--- config.mk ---
export PLATFORM = sky130hd
export DESIGN_NAME = pixel_offset_corrector
export DESIGN_NICKNAME = d
export VERILOG_FILES = /design/src/rtl/poc_pkg.sv /design/src/rtl/poc_ctrl.sv /design/src/rtl/poc_datapath.sv /design/src/rtl/pixel_offset_corrector.sv
export SDC_FILE = /design/constraint.sdc
export NUM_CORES = 1
export LEC_CHECK = 0
export CORE_MARGIN = 2
export CORE_UTILIZATION = 43
export CTS_BUF_LIST = sky130_fd_sc_hd__clkbuf_8
export DETAILED_ROUTE_END_ITERATION = 8
export GPL_TIMING_DRIVEN = 1
export PLACE_DENSITY = 0.92
export REMOVE_ABC_BUFFERS = 1
export SLEW_MARGIN = 20
export SYNTH_ARGS = -nofsm -noshare
export SYNTH_HDL_FRONTEND = slang
export SYNTH_SLANG_ARGS = --single-unit
export TNS_END_PERCENT = 100
--- constraint.sdc ---
create_clock -name clk -period 4.5 [get_ports clk]
set_input_delay 0.45 -clock clk [delete_from_list [all_inputs] [get_ports clk]]
set_output_delay 0.45 -clock clk [all_outputs]
set_load 0.01 [all_outputs]
--- src/rtl/poc_pkg.sv ---
package poc_pkg;
  // Strobes the control stage hands to the datapath with each accepted sample.
  typedef struct packed {
    logic emit;   // sample will appear on the output
    logic rdEn;   // sample is corrected with a stored offset (not bypassed)
  } strobeT;
endpackage

--- src/rtl/poc_ctrl.sv ---
module poc_ctrl
  import poc_pkg::*;
#(
  parameter int PIX_W  = 10,
  parameter int ADDR_W = 20,
  parameter int SLOT_W = 2
) (
  input  logic                     modeCal,
  input  logic                     bypass,
  input  logic [SLOT_W-1:0]        slotSel,
  input  logic                     inValid,
  input  logic [ADDR_W-1:0]        inAddr,
  input  logic [PIX_W-1:0]         inPix,
  output strobeT                   st,
  output logic                     memWe,
  output logic                     memRe,
  output logic [SLOT_W+ADDR_W-1:0] memAddr,
  output logic [PIX_W-1:0]         memWdata
);
  logic calHit;
  logic corHit;

  always_comb begin
    calHit   = inValid && modeCal;
    corHit   = inValid && !modeCal;
    memWe    = calHit;
    memRe    = corHit && !bypass;
    memAddr  = {slotSel, inAddr};
    memWdata = inPix;
    st.emit  = corHit;
    st.rdEn  = corHit && !bypass;
  end
endmodule

--- src/rtl/poc_datapath.sv ---
module poc_datapath
  import poc_pkg::*;
#(
  parameter int PIX_W  = 10,
  parameter int RD_LAT = 1
) (
  input  logic             clk,
  input  logic             rstN,
  input  strobeT           st,
  input  logic [PIX_W-1:0] inPix,
  input  logic [PIX_W-1:0] memRdata,
  output logic             outValid,
  output logic [PIX_W-1:0] outPix
);
  localparam int DW = PIX_W + 2;
  localparam logic signed [DW-1:0] MAXV = DW'((1 << PIX_W) - 1);

  logic [PIX_W-1:0] rawPipe  [RD_LAT];
  logic             emitPipe [RD_LAT];
  logic             rdPipe   [RD_LAT];

  for (genvar s = 0; s < RD_LAT; s++) begin : g_stage
    if (s == 0) begin : g_head
      always_ff @(posedge clk or negedge rstN) begin
        if (!rstN) begin
          emitPipe[0] <= 1'b0;
          rdPipe[0]   <= 1'b0;
          rawPipe[0]  <= '0;
        end else begin
          emitPipe[0] <= st.emit;
          rdPipe[0]   <= st.rdEn;
          rawPipe[0]  <= inPix;
        end
      end
    end else begin : g_body
      always_ff @(posedge clk or negedge rstN) begin
        if (!rstN) begin
          emitPipe[s] <= 1'b0;
          rdPipe[s]   <= 1'b0;
          rawPipe[s]  <= '0;
        end else begin
          emitPipe[s] <= emitPipe[s-1];
          rdPipe[s]   <= rdPipe[s-1];
          rawPipe[s]  <= rawPipe[s-1];
        end
      end
    end
  end

  function automatic logic [PIX_W-1:0] clipDiff(input logic [PIX_W-1:0] raw,
                                                input logic [PIX_W-1:0] off);
    logic signed [DW-1:0] diff;
    diff = $signed({2'b00, raw}) - $signed({2'b00, off});
    if (diff < 0)         return '0;
    else if (diff > MAXV) return MAXV[PIX_W-1:0];
    else                  return diff[PIX_W-1:0];
  endfunction

  logic [PIX_W-1:0] tailRaw;
  logic [PIX_W-1:0] nextPix;

  always_comb begin
    tailRaw = rawPipe[RD_LAT-1];
    nextPix = rdPipe[RD_LAT-1] ? clipDiff(tailRaw, memRdata) : tailRaw;
  end

  always_ff @(posedge clk or negedge rstN) begin
    if (!rstN) begin
      outValid <= 1'b0;
      outPix   <= '0;
    end else begin
      outValid <= emitPipe[RD_LAT-1];
      if (emitPipe[RD_LAT-1]) outPix <= nextPix;
    end
  end
endmodule

--- src/rtl/pixel_offset_corrector.sv ---
module pixel_offset_corrector
  import poc_pkg::*;
#(
  parameter int PIX_W  = 10,
  parameter int ADDR_W = 20,
  parameter int SLOTS  = 4,
  parameter int RD_LAT = 1,
  localparam int SLOT_W = (SLOTS > 1) ? $clog2(SLOTS) : 1
) (
  input  logic                     clk,
  input  logic                     rstN,
  input  logic                     modeCal,
  input  logic                     bypass,
  input  logic [SLOT_W-1:0]        slotSel,
  input  logic                     inValid,
  input  logic [ADDR_W-1:0]        inAddr,
  input  logic [PIX_W-1:0]         inPix,
  output logic                     memWe,
  output logic                     memRe,
  output logic [SLOT_W+ADDR_W-1:0] memAddr,
  output logic [PIX_W-1:0]         memWdata,
  input  logic [PIX_W-1:0]         memRdata,
  output logic                     outValid,
  output logic [PIX_W-1:0]         outPix
);
  strobeT st;

  poc_ctrl #(.PIX_W(PIX_W), .ADDR_W(ADDR_W), .SLOT_W(SLOT_W)) u_ctrl (
    .modeCal(modeCal), .bypass(bypass), .slotSel(slotSel), .inValid(inValid),
    .inAddr(inAddr), .inPix(inPix), .st(st), .memWe(memWe), .memRe(memRe),
    .memAddr(memAddr), .memWdata(memWdata)
  );

  poc_datapath #(.PIX_W(PIX_W), .RD_LAT(RD_LAT)) u_dp (
    .clk(clk), .rstN(rstN), .st(st), .inPix(inPix), .memRdata(memRdata),
    .outValid(outValid), .outPix(outPix)
  );
endmodule

==> out/qor.yml <==
outcome:
  status: "finished, final reports clean"
place:
  place_area_sq_um: 1890
  gp_congestion: 0.865
  port-buffer-count: 47
  dp.cells: 234
  hpwl_mm: 2.90
timing:
  rsz0062_at_grt: "false"
  maxSlewViolCount: 0
  fin_setup_tns_ns: 0
  fin_worst_skew_ns: 0.00797
  relSlewSlack_pct: 52.5
  period_needed_ns: 2.41
  max_freq_mhz: 415
  final-hold-violation-count: 0
  worst_slew_pin_slew_ns: 0.712
  setup_violations: 0
  timing.final.crit_share_pct: 53.6
grt:
  grt_max_degree: 24
  overflow: 0
  busiest_layer: "met2"
  globalRouteMet2Util_pct: 28.2
  grt_antenna_before_repair: 0
  grt_pass1_vias: 1296
  grt_pass1_wl_mm: 6.08
  grt.met1_usage_pct: 24.6
  use_met3_pct: 8.90
  track_usage_pct: 18.9
min_path:
  hp-class: "input pin to asynchronous set/reset pin"
power_and_ir_drop:
  p_int_w: 0.000380
  switchingPower_w: 0.000153
  switching_share_pct: 28.7
  p_seq_share_pct: 45.2
  cellLeakagePower_nw: 0.829
  p_clk_share_pct: 24.5
  p_per_area_nw_per_um2: 276
  power_frac_comb_pct: 30.3
  peakVddDrop_mv: 0.216
floorplan:
  row_count: 22
  fp.dieArea_sq_um: 4280
  ios: 92
  die_y_um: 65.4
  core_area_sq_um: 3630
  die_x_um: 65.4
  initial_utilization_pct: 44.6
worst_setup_path:
  ff2ff_path_depth: 8
  startpoint_type: "input pin"
  required_ns: 4.71
  cp.arrival_ns: 2.62
  crit_slowest_cell: "nor2_1"
  crit_path_max_incr_delay_ns: 0.51
  crit_fanout: 11
  critPathKind: "input pin to register"
  cp_cell_sequence: "clkdlybuf4s50_1 -> inv_1 -> ha_1 -> a21o_1 -> a211oi_1 -> nor2_1 -> or4b_1 -> nand4_1"
  end_kind: "register"
finish:
  postLayoutCellArea_sq_um: 1940
  drive_above_1_share_pct: 5.26
  syn2layout_area_growth_pct: 19.5
  fillers: 355
  multi_input_area_sq_um: 733
  final_nets: 249
  fin_cells: 238
  n_antenna_cell: 0
  layout.area.seq_sq_um: 576
  final_util_pct: 53.3
clocking:
  cts_inserted_buffers: 3
  clock_path_buffers: 2
  cts_tree: "done"
  cts.reportedPaths.clkPinSlew_ns: 0.09
  root_buffer: "clkbuf_8"
  cts_hold_buf: 0
  clk_latency_ns: 0.27
  cts-resized-gates: 0
  h-tree-depth: 1
  clock_sinks: 23
  cts_setup_buffers: 0
detailed_routing:
  drc: 0
  ant_nets: 0
  routedWlPerCell_um: 15.9
  vias: 1274
  firstDrtPassIters: 4
  drtIter0Drc: 33
  via_per_inst: 5.35
  wl_mm: 3.78
yosys:
  syn_inst: 176
  synth_area_sq_um: 1620
  synth.avg_cell_area_sq_um: 9.21
  synth-edff-count: 0
  ys_ff_latch: 23
  synthFlopType: "dfrtp_1"
  synthArstFlopShare_pct: 100
  synth-seq-area-share_pct: 35.5
  synth_cell_types: 42
  yosys_warnings: 0
run:
  maxCapViolCount: 0
-- layout by cell type, fill, tap and decap left out, types with 2 or more instances in the layout --
| master | netlist | routed |
|---|---|---|
| clkdlybuf4s50_1 | 0 | 46 |
| dfrtp_1 | 23 | 23 |
| inv_1 | 14 | 14 |
| nor2_1 | 13 | 13 |
| ha_1 | 10 | 10 |
| o21ai_0 | 9 | 9 |
| o21a_1 | 8 | 8 |
| nand2b_1 | 8 | 8 |
| a31oi_1 | 6 | 6 |
| nor2b_1 | 4 | 4 |
| nor3b_1 | 4 | 4 |
| o32ai_1 | 4 | 4 |
| nand2_1 | 3 | 3 |
| clkbuf_8 | 0 | 3 |
| nand4_1 | 2 | 2 |
| o21bai_1 | 2 | 2 |
| a21oi_1 | 2 | 2 |
| xnor2_1 | 2 | 2 |
| o211ai_1 | 2 | 2 |
-- cells in the mapped netlist (2+ instances only) --
cell      instances  area share [%]
a21oi_1           2            0.62
a31oi_1           6             2.3
buf_4            32              15
clkbuf_1          5             1.2
dfrtp_1          23              36
ha_1             10             7.7
inv_1            14             3.2
nand2_1           3            0.69
nand2b_1          8             3.1
nand4_1           2            0.77
nor2_1           13             3.0
nor2b_1           4             1.5
nor3b_1           4             1.9
o211ai_1          2            0.93
o21a_1            8             3.7
o21ai_0           9             2.8
o21bai_1          2            0.93
o32ai_1           4             2.2
xnor2_1           2             1.1
-- metal layers --
layer  vias to the layer above  part of all wire (%)
met5                         -                     0
met4                         0                  0.58
met3                         4                    10
met2                        65                    45
met1                       600                    44
li1                        605                     -
-- cell type report --
cell class / count / area share, %
Sequential cell: 23 / 29.7
Timing Repair Buffer: 47 / 24.0
Inverter: 14 / 2.71
Clock buffer: 3 / 2.13
Tap cell: 48 / 3.10
Multi-Input combinational cell: 102 / 37.9
Clock inverter: 1 / 0.388
-- power by group through the flow --
stage	combinational [W]	clock, W	sequential, W
final	0.000162	0.000131	0.000241
after global routing	0.000179	0.000149	0.000244
after CTS	0.000164	0.000137	0.000241
after detailed placement	0.000163	0	0.000246
after global placement	0.000158	0	0.000245
after floorplan	0.0000721	0	0.000249
-- final timing paths --
kind,start,end,slack [ns]
max in group asynchronous,rstN,u_dp.outPix[1],4.01
min,rstN,u_dp.outPix[6],0.14
min reg2reg,u_dp.outPix[6],u_dp.outPix[6],0.51
max,memRdata[7],u_dp.outPix[6],2.09
min in group clk,u_dp.outPix[6],u_dp.outPix[6],0.51
max reg2reg,u_dp.rawPipe[0],u_dp.outPix[6],2.36
-- kinds of logic (layout without fill, tap and decap cells) --
| kind of cell | after synthesis | after routing | synth area share, % |
|---|---|---|---|
| buf+inv | 51 | 65 | 19.2 |
| simple gates | 46 | 46 | 16.8 |
| compound gates | 42 | 42 | 17.8 |
| flops | 23 | 23 | 35.5 |
| fa+ha+maj | 11 | 11 | 8.96 |
| xor+xnor | 2 | 2 | 1.08 |
| mux | 1 | 1 | 0.618 |
-- per-stage QoR --
| stage | hold slack [ns] | total power (W) | setup WS, ns |
|---|---|---|---|
| 3_5_place_dp | 0.506 | 0.000408 | 1.80 |
| 6_report | 0.136 | 0.000534 | 2.09 |
| 4_1_cts | 0.528 | 0.000542 | 2.08 |
| 5_1_grt | 0.173 | 0.000571 | 1.97 |
| 2_1_floorplan | 0.154 | 0.000321 | 2.47 |
| 3_3_place_gp | 0.485 | 0.000403 | 1.87 |
-- worst max-delay path: cells and delay by family --
kind | cells | cell delay, ns
adders and majority gates | 1 | 0.36
and+or+nand+nor | 3 | 1.10
buffers and inverters | 2 | 0.49
AOI/OAI and AO/OA | 2 | 0.21
-- sequential cells by signal, indices dropped and copies added (netlist names) --
name / count
u_dp.outPix: 10
u_dp.rdPipe: 1
u_dp.emitPipe: 1
u_dp.outValid: 1
u_dp.rawPipe: 10
No activity file was read; power rests on OpenSTA's default activity.
